## src/rtl/mxc_pkg.sv

```systemverilog
package mxc_pkg;
   localparam int MODE_W = 4;
   typedef logic [MODE_W-1:0] mode_t;

   localparam mode_t MODE_RESET   = 4'd0;
   localparam mode_t MODE_TEST    = 4'd1;
   localparam mode_t MODE_SAFE    = 4'd2;
   localparam mode_t MODE_DRUN    = 4'd3;
   localparam mode_t MODE_RUN3    = 4'd7;
   localparam mode_t MODE_HALT    = 4'd8;
   localparam mode_t MODE_STOP    = 4'd10;
   localparam mode_t MODE_STANDBY = 4'd13;

   localparam logic [15:0] KEY_FWD = 16'h5AF0;
   localparam logic [15:0] KEY_INV = 16'hA50F;

   function automatic logic mode_known(input mode_t m);
      return (m <= MODE_RUN3) || (m == MODE_HALT) ||
             (m == MODE_STOP) || (m == MODE_STANDBY);
   endfunction
endpackage

```

## src/rtl/mxc_key_seq.sv

```systemverilog
module mxc_key_seq
   import mxc_pkg::*;
(
   input  logic        clk,
   input  logic        rst_n,
   input  logic        ctrl_wr,
   input  logic [15:0] key,
   input  mode_t       tgt,
   input  logic        busy,
   output logic        accept,
   output mode_t       acc_mode
);
   typedef enum logic {SEQ_IDLE, SEQ_ARMED} seq_t;

   seq_t  state_q;
   mode_t held_q;
   logic  wr_ok;

   assign wr_ok    = ctrl_wr && !busy;
   assign accept   = wr_ok && (state_q == SEQ_ARMED) && (key == KEY_INV) && (tgt == held_q);
   assign acc_mode = held_q;

   always_ff @(posedge clk or negedge rst_n) begin
      if (!rst_n) begin
         state_q <= SEQ_IDLE;
         held_q  <= MODE_DRUN;
      end else if (wr_ok) begin
         if (state_q == SEQ_IDLE) begin
            if (key == KEY_FWD && mode_known(tgt)) begin
               state_q <= SEQ_ARMED;
               held_q  <= tgt;
            end
         end else begin
            state_q <= SEQ_IDLE;
         end
      end
   end

   // any control write in the armed state returns to idle
   p_abort_idle_r3: assert property (@(posedge clk) disable iff (!rst_n)
      (ctrl_wr && !busy && state_q == SEQ_ARMED) |=> (state_q == SEQ_IDLE));
   // unknown target codes never arm the sequence
   p_unknown_mode_r4: assert property (@(posedge clk) disable iff (!rst_n)
      (ctrl_wr && state_q == SEQ_IDLE && !mode_known(tgt)) |=> (state_q == SEQ_IDLE));
   // writes during a transition do not disturb the sequence
   p_busy_frozen_r7: assert property (@(posedge clk) disable iff (!rst_n)
      busy |=> (state_q == $past(state_q)));
endmodule

```

## src/rtl/mxc_cfg_bank.sv

```systemverilog
module mxc_cfg_bank
   import mxc_pkg::*;
#(
   parameter int               RES_W   = 8,
   parameter int               NMODES  = 16,
   parameter logic [RES_W-1:0] RST_CFG = '1
)(
   input  logic             clk,
   input  logic             rst_n,
   input  logic             wr_en,
   input  mode_t            wr_sel,
   input  logic [RES_W-1:0] wr_val,
   input  mode_t            rd_sel,
   output logic [RES_W-1:0] rd_val
);
   logic [RES_W-1:0] word_q [NMODES];

   for (genvar m = 0; m < NMODES; m++) begin : g_word
      always_ff @(posedge clk or negedge rst_n) begin
         if (!rst_n)                               word_q[m] <= RST_CFG;
         else if (wr_en && wr_sel == mode_t'(m))   word_q[m] <= wr_val;
      end
   end

   assign rd_val = word_q[rd_sel];

   initial begin : p_depth_chk
      assert (NMODES == (1 << MODE_W)) else $error("NMODES must cover the mode code space");
   end
endmodule

```

## src/rtl/mxc_res_step.sv

```systemverilog
module mxc_res_step #(
   parameter int               RES_W      = 8,
   parameter int               SETTLE     = 4,
   parameter bit               SHARED_CNT = 1'b0,
   parameter logic [RES_W-1:0] RST_CFG    = '1
)(
   input  logic             clk,
   input  logic             rst_n,
   input  logic             busy,
   input  logic [RES_W-1:0] tgt_cfg,
   output logic [RES_W-1:0] res_o
);
   localparam int CNT_W = (SETTLE > 1) ? $clog2(SETTLE) : 1;
   localparam logic [CNT_W-1:0] CNT_LAST = CNT_W'(SETTLE - 1);

   if (SHARED_CNT) begin : g_shared
      logic [CNT_W-1:0] cnt_q;
      logic [RES_W-1:0] res_q;
      always_ff @(posedge clk or negedge rst_n) begin
         if (!rst_n) begin
            cnt_q <= '0;
            res_q <= RST_CFG;
         end else if (busy && res_q != tgt_cfg) begin
            if (cnt_q == CNT_LAST) begin
               res_q <= tgt_cfg;
               cnt_q <= '0;
            end else begin
               cnt_q <= cnt_q + 1'b1;
            end
         end else begin
            cnt_q <= '0;
         end
      end
      assign res_o = res_q;
   end else begin : g_per_bit
      for (genvar i = 0; i < RES_W; i++) begin : g_bit
         logic [CNT_W-1:0] cnt_q;
         logic             bit_q;
         always_ff @(posedge clk or negedge rst_n) begin
            if (!rst_n) begin
               cnt_q <= '0;
               bit_q <= RST_CFG[i];
            end else if (busy && bit_q != tgt_cfg[i]) begin
               if (cnt_q == CNT_LAST) begin
                  bit_q <= ~bit_q;
                  cnt_q <= '0;
               end else begin
                  cnt_q <= cnt_q + 1'b1;
               end
            end else begin
               cnt_q <= '0;
            end
         end
         assign res_o[i] = bit_q;
      end
   end

   initial begin : p_param_chk
      assert (SETTLE >= 1) else $error("SETTLE must be at least 1");
      assert (RES_W >= 1 && RES_W <= 32) else $error("RES_W must be 1..32");
   end

   // resources move only during a transition
   p_quiet_r5: assert property (@(posedge clk) disable iff (!rst_n)
      !busy |=> $stable(res_o));
   // once matched, resources hold
   p_settled_hold_r5: assert property (@(posedge clk) disable iff (!rst_n)
      (busy && res_o == tgt_cfg) |=> $stable(res_o));
endmodule

```

## src/rtl/mode_xfer_ctl.sv

```systemverilog
module mode_xfer_ctl
   import mxc_pkg::*;
#(
   parameter int               RES_W      = 8,
   parameter int               SETTLE     = 4,
   parameter bit               SHARED_CNT = 1'b0,
   parameter logic [RES_W-1:0] RST_CFG    = '1
)(
   input  logic             clk,
   input  logic             rst_n,
   input  logic             wr_en,
   input  logic [4:0]       wr_addr,
   input  logic [31:0]      wr_data,
   output logic [3:0]       cur_mode_o,
   output logic             trans_o,
   output logic [RES_W-1:0] res_o
);
   localparam int NMODES = 1 << MODE_W;

   logic             ctrl_wr, cfg_wr, accept;
   mode_t            acc_mode, cur_q, pend_q;
   logic             busy_q;
   logic [RES_W-1:0] tgt_q, rd_val, res;
   logic             unused_wr;

   assign ctrl_wr   = wr_en && (wr_addr == 5'd0);
   assign cfg_wr    = wr_en && wr_addr[4];
   assign unused_wr = ^wr_data;

   mxc_key_seq i_seq (
      .clk      (clk),
      .rst_n    (rst_n),
      .ctrl_wr  (ctrl_wr),
      .key      (wr_data[15:0]),
      .tgt      (wr_data[31:28]),
      .busy     (busy_q),
      .accept   (accept),
      .acc_mode (acc_mode)
   );

   mxc_cfg_bank #(.RES_W(RES_W), .NMODES(NMODES), .RST_CFG(RST_CFG)) i_bank (
      .clk    (clk),
      .rst_n  (rst_n),
      .wr_en  (cfg_wr),
      .wr_sel (wr_addr[3:0]),
      .wr_val (wr_data[RES_W-1:0]),
      .rd_sel (acc_mode),
      .rd_val (rd_val)
   );

   mxc_res_step #(.RES_W(RES_W), .SETTLE(SETTLE), .SHARED_CNT(SHARED_CNT), .RST_CFG(RST_CFG)) i_step (
      .clk     (clk),
      .rst_n   (rst_n),
      .busy    (busy_q),
      .tgt_cfg (tgt_q),
      .res_o   (res)
   );

   always_ff @(posedge clk or negedge rst_n) begin
      if (!rst_n) begin
         busy_q <= 1'b0;
         cur_q  <= MODE_DRUN;
         pend_q <= MODE_DRUN;
         tgt_q  <= RST_CFG;
      end else if (accept) begin
         busy_q <= 1'b1;
         pend_q <= acc_mode;
         tgt_q  <= rd_val;
      end else if (busy_q && res == tgt_q) begin
         busy_q <= 1'b0;
         cur_q  <= pend_q;
      end
   end

   assign cur_mode_o = cur_q;
   assign trans_o    = busy_q;
   assign res_o      = res;

   // an accepted request raises the flag and records its target
   p_enter_r2: assert property (@(posedge clk) disable iff (!rst_n)
      accept |=> (busy_q && pend_q == $past(acc_mode)));
   // match ends the transition and publishes the mode together
   p_clear_r6: assert property (@(posedge clk) disable iff (!rst_n)
      (busy_q && res == tgt_q) |=> (!busy_q && cur_q == $past(pend_q)));
   // the mode field moves only when a transition completes
   p_mode_hold_r6: assert property (@(posedge clk) disable iff (!rst_n)
      !(busy_q && res == tgt_q) |=> $stable(cur_q));
   // no acceptance while a transition runs
   p_no_accept_busy_r7: assert property (@(posedge clk) disable iff (!rst_n)
      busy_q |-> !accept);
   // the captured configuration holds for the whole transition
   p_tgt_hold_r9: assert property (@(posedge clk) disable iff (!rst_n)
      busy_q |=> $stable(tgt_q));
endmodule

```

## config.mk

```make
export PLATFORM = sky130hd
export DESIGN_NAME = mode_xfer_ctl
export DESIGN_NICKNAME = d
export VERILOG_FILES = /design/src/rtl/mxc_pkg.sv /design/src/rtl/mxc_key_seq.sv /design/src/rtl/mxc_cfg_bank.sv /design/src/rtl/mxc_res_step.sv /design/src/rtl/mode_xfer_ctl.sv
export SDC_FILE = /design/constraint.sdc
export NUM_CORES = 1
export LEC_CHECK = 0
export BUFFER_PORTS_ARGS = -buffer_cell sky130_fd_sc_hd__buf_2
export CAP_MARGIN = 20
export CORE_MARGIN = 1
export CORE_UTILIZATION = 61
export DETAILED_ROUTE_END_ITERATION = 10
export GPL_TIMING_DRIVEN = 0
export HOLD_SLACK_MARGIN = 0.08
export PLACE_DENSITY_LB_ADDON = 0.12
export SLEW_MARGIN = 20
export SYNTH_ARGS = -nofsm -noshare
export SYNTH_HDL_FRONTEND = slang
export SYNTH_SLANG_ARGS = --single-unit
```

## constraint.sdc

```tcl
create_clock -name clk -period 2.7 [get_ports clk]
set_input_delay 0.27 -clock clk [delete_from_list [all_inputs] [get_ports clk]]
set_output_delay 0.27 -clock clk [all_outputs]
set_load 0.05 [all_outputs]
```

==> results of run 1 <==
[kinds of logic (layout without fill, tap and decap cells)]
family / count (synthesis) / count (layout)
fa+ha+maj: 8 / 8
compound gates: 28 / 28
xor+xnor: 12 / 12
simple gates: 80 / 80
flops: 174 / 174
mux: 204 / 204
buf+inv: 38 / 112
[routing by layer]
metal,wire (um),vias to the layer above,GRT usage [%]
li1,-,2136,-
met4,325,0,9.856
met3,696,22,5.136
met2,8666,117,44.15
met5,0,-,0
met1,7569,2494,35.23
[area by class of cell]
type                    count  area share [%]
plain buffers              36           2.060
well taps                 172           2.316
clock inverters            10           1.723
repair buffers             42           2.666
clock buffers              22           5.103
multi-input cells         332           37.18
flip-flops and latches    174           48.88
inverters                   2         0.08079
[synthesized netlist by cell type, types with 3 or more instances]
cell type,instances
and3_1,8
buf_2,3
buf_4,8
buf_6,3
clkbuf_1,20
dfrtp_1,24
dfstp_2,150
ha_1,8
mux2_2,161
mux2_4,9
mux2i_1,8
mux4_2,24
nand2_1,20
nand2b_1,6
nand3_1,5
nor2_1,7
nor2_2,3
nor3_1,9
nor4_1,4
o21ai_0,9
o22ai_1,16
xnor2_1,4
xor2_1,8
[cells in the final DEF, fill, tap and decap left out, types with 2 or more instances in the layout]
master,count
and4b_1,2
nand4_1,2
buf_4,8
buf_2,42
nor3_2,2
xor2_1,8
dfstp_2,150
nor4_1,4
nand2_1,20
bufinv_16,4
clkbuf_8,3
a21o_1,2
clkinvlp_4,2
clkbuf_16,17
o22ai_1,16
and3_1,8
nor4_4,2
clkbuf_1,22
nor2_1,7
mux2_2,161
nand4b_1,2
buf_1,2
mux2_1,2
buf_6,3
nand3_1,5
dfrtp_1,24
nor4bb_1,2
xnor2_1,4
nor2_2,3
nand2b_1,6
clkinv_2,2
o21ai_0,9
mux2_4,9
nor3_1,9
ha_1,8
mux2i_1,8
mux4_2,24
[critical path: stages (launching register included)]
cell     delay, ns
dfrtp_1       0.31
buf_2         0.20
buf_1         0.63
mux4_2        0.42
mux2i_1       0.32
o22ai_1       0.22
mux2_4        0.30
[power by group through the flow]
stage / registers (mW) / logic (mW) / clock network, mW
final: 3.44 / 0.768 / 2.62
after global routing: 3.48 / 0.832 / 2.75
after CTS: 3.43 / 0.776 / 2.65
after detailed placement: 3.47 / 0.768 / 0
after global placement: 3.43 / 0.728 / 0
after floorplan: 3.40 / 0.564 / 0
[sequential cells by signal, indices dropped and copies added, names as in the netlist]
name,count
i_bank.word_q,128
i_seq.state_q,1
cur_mode_o,4
i_step.g_per_bit.g_bit.bit_q,8
i_seq.acc_mode,4
pend_q,4
i_step.g_per_bit.g_bit.cnt_q,16
tgt_q,8
trans_o,1
[worst max-delay path by stage]
| stage | from | end | cells past startpoint |
|---|---|---|---|
| after global routing | i_seq.acc_mode[2]$_DFFE_PN0P_ | tgt_q[5]$_DFFE_PN1P_ | 6 |
| after global placement | rst_n | pend_q[2]$_DFFE_PN0P_ | 1 |
| final | i_seq.acc_mode[2]$_DFFE_PN0P_ | tgt_q[5]$_DFFE_PN1P_ | 6 |
| after CTS | i_seq.acc_mode[2]$_DFFE_PN0P_ | tgt_q[5]$_DFFE_PN1P_ | 6 |
| after detailed placement | i_seq.acc_mode[2]$_DFFE_PN0P_ | tgt_q[5]$_DFFE_PN1P_ | 6 |
| after floorplan | trans_o$_DFFE_PN0P_ | pend_q[2]$_DFFE_PN0P_ | 5 |
[metrics by stage]
stage / TNS, ns / hold slack [ns]
final: 0 / 0.1308
after global routing: 0 / 0.1324
after CTS: 0 / 0.1202
after detailed placement: 0 / 0.2536
after global placement: -34.31 / 0.4212
after floorplan: 0 / -0.02559
==> impl_metrics.env, run 1 <==
export IMPL_r2r_start="i_seq.acc_mode[2]$_DFFE_PN0P_"
export IMPL_end_kind="register"
export IMPL_worstHoldPathType="input pin to register"
export IMPL_coreArea_um2=12880
export IMPL_htreeDepth=4
export IMPL_grt_pass1_vias=5047
export IMPL_netlist_instances=544
export IMPL_status="finished, final reports clean"
export IMPL_gr_total_overflow=0
export IMPL_clock_fmax_mhz=402.4
export IMPL_rows=41
export IMPL_num_io_pins=53
export IMPL_drtIter0Drc=293
export IMPL_drv_cap=0
export IMPL_ctsHoldBuffers=1
export IMPL_synth_top_area_share_pct=48.09
export IMPL_start_util_pct=63.65
export IMPL_avgRoutedWirePerCell_um=21.84
export IMPL_timing_final_ws_setup_ns=0.2147
export IMPL_routed_wl_mm=17.26
export IMPL_grt_setup_unrepaired="false"
export IMPL_clock_root_buffer="clkbuf_16"
export IMPL_power_density_nw_per_um2=734.1
export IMPL_firstDrtPassIters=5
export IMPL_swShare_pct=21.85
export IMPL_synth_compound_area_share_pct=2.031
export IMPL_placed_cell_area_um2=8648
export IMPL_p_sw_mw=1.490
export IMPL_leakagePower_nw=3.955
export IMPL_syn_area_um2=8195
export IMPL_synth_xor_area_share_pct=1.282
export IMPL_worstSetupPathType="register to register"
export IMPL_fp_dieW_um=117.9
export IMPL_post_route_period_util_pct=92.05
export IMPL_grt_max_degree=108
export IMPL_finalPower_mw=6.822
export IMPL_area_growth_pct=13.39
export IMPL_cts_tree="built"
export IMPL_yosysWarnings=0
export IMPL_cts_resized=0
export IMPL_slew_viol_final=0
export IMPL_antenna_cells=0
export IMPL_synth_top_area_cell="dfstp_2"
export IMPL_dp_slack_ns=0.2629
export IMPL_ys_async_sr_fraction_pct=100.0
export IMPL_worstHoldStart="wr_data[28]"
export IMPL_slew_headroom_pct=24.15
export IMPL_fin_worst_skew_ns=0.004935
export IMPL_synthAdderAreaFrac_pct=1.221
export IMPL_syn_nets=592
export IMPL_final_cells=790
export IMPL_synthSimpleGateAreaFrac_pct=6.000
export IMPL_die_y_um=117.9
export IMPL_tightestPinTransition_ns=1.128
export IMPL_clkPwrFrac_pct=38.4
export IMPL_drive_above_1_share_pct=71.20
export IMPL_viasPerCell=6.037
export IMPL_dieArea_um2=13900
export IMPL_combPwrFrac_pct=11.3
export IMPL_ys_ff_latch=174
export IMPL_numPortBuffers=40
export IMPL_crit_path_start_kind="register"
export IMPL_grt_use_total_pct=26.73
export IMPL_synth_edf_count=0
export IMPL_clock_sinks=174
export IMPL_min_path_cells=2
export IMPL_path_max_fanout=10
export IMPL_intPower_mw=5.332
export IMPL_seqPwrFrac_pct=50.4
export IMPL_synth_avg_cell_area_um2=15.07
export IMPL_critPathRequiredTime_ns=3.06
export IMPL_final_area_um2=9293
export IMPL_final_core_util_pct=72.17
export IMPL_setup_viol=0
export IMPL_ir_drop_uv=540.3
export IMPL_cts_buffers=17
export IMPL_gp_congestion=0.8433
export IMPL_fin_crit_ns=2.485
export IMPL_num_vias=4769
export IMPL_cts_setup_buffers=0
export IMPL_cts_buffer_depth=2
export IMPL_dp_hpwl_mm=12.02
export IMPL_reg2reg_depth=6
export IMPL_antenna_found_initial=0
export IMPL_seq_area_um2=4542
export IMPL_fin_nets=653
export IMPL_hold_violations=0
export IMPL_seq_area_frac_synth_pct=55.42
export IMPL_synth_mux_area_fraction_pct=31.62
export IMPL_min_to="i_seq.acc_mode[0]$_DFFE_PN1P_"
export IMPL_clk_latency_ns=0.43
export IMPL_synthTopCellsByArea="dfstp_2 (48%), mux2_2 (22%), dfrtp_1 (7.3%), mux4_2 (6.6%), mux2_4 (1.6%)"
export IMPL_placedCellCount=757
export IMPL_r2r_end="tgt_q[5]$_DFFE_PN1P_"
export IMPL_postRouteAntennaNets=0
export IMPL_grt_pass1_wl_mm=27.76
export IMPL_r2r_slack_ns=0.21
export IMPL_cts_clk_slew_worst_paths_ns=0.07
export IMPL_nFillCells=839
export IMPL_multi_input_area_um2=3455
export IMPL_critical_path_arrival_ns=2.84
export IMPL_drc=0
export IMPL_synth_ff_type="dfstp_2"
export IMPL_ys_types=41
export IMPL_synth_top_family_by_area="multiplexers"
No activity file was read; power rests on OpenSTA's default activity.
==> inputs of run 2 (changes only) <==
- CORE_UTILIZATION: 61 -> 50
==> run 2 against run 1 <==
Power fell by 0.44%. Critical path depth unchanged. Combinational power about the same. Die area up 22%. Routed wire length grew 4.0%. Highest routed layer unchanged. Final area rose by 0.55%. Critical path type unchanged. Sequential cell count is the same.
==> impl_metrics.env, run 2 (synthesized netlist as in run 1, its figures left out) <==
export IMPL_end_kind="register"
export IMPL_status="finished, final reports clean"
export IMPL_largest_reg_flops=128
export IMPL_cts_clk_slew_worst_paths_ns=0.07
export IMPL_p_sw_mw=1.509
export IMPL_cts_tree="built"
export IMPL_start_util_pct=51.40
export IMPL_drv_cap=0
export IMPL_clkPwrFrac_pct=38.2
export IMPL_slew_viol_final=0
export IMPL_drtIter0Drc=253
export IMPL_clk_latency_ns=0.43
export IMPL_grt_setup_unrepaired="false"
export IMPL_intPower_mw=5.283
export IMPL_seqPwrFrac_pct=50.5
export IMPL_gp_congestion=0.8164
export IMPL_fin_worst_skew_ns=0.008059
export IMPL_cts_resized=0
export IMPL_die_y_um=130.0
export IMPL_rows=46
export IMPL_grt_use_total_pct=23.46
export IMPL_critical_path_arrival_ns=2.79
export IMPL_power_density_nw_per_um2=726.9
export IMPL_dieArea_um2=16910
export IMPL_grt_pass1_wl_mm=28.61
export IMPL_postRouteAntennaNets=0
export IMPL_topRoutingLayerUsed="met4"
export IMPL_num_io_pins=53
export IMPL_wl_met1_mm=8.121
export IMPL_critPathRequiredTime_ns=3.05
export IMPL_gr_total_overflow=0
export IMPL_post_route_period_util_pct=90.53
export IMPL_avgRoutedWirePerCell_um=21.51
export IMPL_routed_wl_mm=17.94
export IMPL_ctsHoldBuffers=1
export IMPL_grt_max_degree=104
export IMPL_combPwrFrac_pct=11.3
export IMPL_fp_dieW_um=130.0
export IMPL_placed_cell_area_um2=8703
export IMPL_num_vias=4695
export IMPL_cts_buffer_depth=2
export IMPL_clock_sinks=174
export IMPL_grt_pass1_vias=4996
export IMPL_holdWs_ns=0.1287
export IMPL_dp_hpwl_mm=12.44
export IMPL_fin_crit_ns=2.444
export IMPL_path_max_fanout=10
export IMPL_worstHoldPathType="input pin to register"
export IMPL_firstDrtPassIters=4
export IMPL_drc=0
export IMPL_hold_violations=0
export IMPL_largest_registers="i_bank.word_q x128, i_step.g_per_bit.g_bit.cnt_q x16"
export IMPL_area_growth_pct=14.02
export IMPL_coreArea_um2=15940
export IMPL_tightestPinTransition_ns=1.020
export IMPL_final_common_cell="mux2_2"
export IMPL_cts_setup_buffers=0
export IMPL_fin_nets=653
export IMPL_ir_drop_uv=517.7
export IMPL_leakagePower_nw=3.958
export IMPL_clock_fmax_mhz=409.1
export IMPL_numPortBuffers=40
export IMPL_viasPerCell=5.629
export IMPL_route_met2_wl_mm=8.989
export IMPL_antenna_cells=0
export IMPL_slew_headroom_pct=31.41
export IMPL_cts_buffers=17
export IMPL_htreeDepth=4
export IMPL_drive_above_1_share_pct=71.52
export IMPL_crit_path_start_kind="register"
export IMPL_clock_root_buffer="clkbuf_16"
export IMPL_top_register="i_bank.word_q"
export IMPL_swShare_pct=22.21
export IMPL_final_cell_mix="mux2_2 (161), dfstp_2 (150), buf_2 (42)"
export IMPL_final_area_um2=9344
export IMPL_worstSetupPathType="register to register"
export IMPL_setup_viol=0
export IMPL_dr_wl_met3_um=564
export IMPL_antenna_found_initial=0
run 2: cell types whose count changed in the layout (fill, tap and decap cells not counted), moves of 2 or more:
| cell | change |
|---|---|
| clkinv_4 | +3 |
| clkbuf_8 | -2 |
| clkinv_2 | +2 |
| clkbuf_1 | -2 |
run 2: power groups by stage:
| stage | combinational (mW) | clock, mW | sequential [mW] |
|---|---|---|---|
| after global routing | 0.834 | 2.77 | 3.48 |
| after detailed placement | 0.771 | 0 | 3.47 |
| after global placement | 0.734 | 0 | 3.43 |
| final | 0.767 | 2.60 | 3.43 |
| after floorplan | 0.564 | 0 | 3.40 |
| after CTS | 0.776 | 2.65 | 3.43 |
run 2: final timing paths:
path	start	endpoint	slack (ns)	cells past startpoint
max in group asynchronous	rst_n	i_bank.word_q[123]$_DFFE_PN1P_	1.41	3
min in group asynchronous	rst_n	i_step.g_per_bit.g_bit[6].cnt_q[0]$_DFF_PN0_	0.39	2
setup / recovery	i_seq.acc_mode[2]$_DFFE_PN0P_	tgt_q[5]$_DFFE_PN1P_	0.26	6
hold / removal	wr_data[31]	i_seq.acc_mode[3]$_DFFE_PN0P_	0.13	2
setup reg to reg	i_seq.acc_mode[2]$_DFFE_PN0P_	tgt_q[5]$_DFFE_PN1P_	0.26	6
hold reg to reg	i_step.g_per_bit.g_bit[4].cnt_q[0]$_DFF_PN0_	i_step.g_per_bit.g_bit[4].cnt_q[0]$_DFF_PN0_	0.44	1
run 2: worst max-delay path, cell delays in order (launching register included):
cell and delay (ns):
dfrtp_1 0.32, buf_2 0.19, buf_1 0.67, mux4_2 0.43, mux2i_1 0.30, o22ai_1 0.16, mux2_4 0.29
run 2: cell type report:
type	count	area, um^2
plain buffers	36	191.4
clock buffers	18	439.2
clock inverters	14	191.4
fillers	1278	6599
inverters	2	7.507
multi-input cells	332	3455
flip-flops and latches	174	4542
well taps	216	270.3
repair buffers	42	247.7
run 2: through the flow:
| step | setup TNS, ns | power [mW] | std cells | utilization, % | worst slack (ns) |
|---|---|---|---|---|---|
| after CTS | 0 | 6.854 | 834 | 58.61 | 0.2832 |
| after floorplan | 0 | 3.960 | 544 | - | 0.5853 |
| after global routing | 0 | 7.078 | 834 | 58.61 | 0.1477 |
| after detailed placement | 0 | 4.238 | 801 | 54.59 | 0.3025 |
| final | 0 | 6.792 | 834 | 58.61 | 0.2557 |
| after global placement | -48.67 | 4.166 | 800 | 54.36 | -1.101 |
run 2: metal layers:
metal | global-route usage [%] | up-vias
met5 | 0 | -
met4 | 7.592 | 0
met3 | 4.264 | 22
met2 | 38.95 | 71
met1 | 31.23 | 2474
li1 | - | 2128
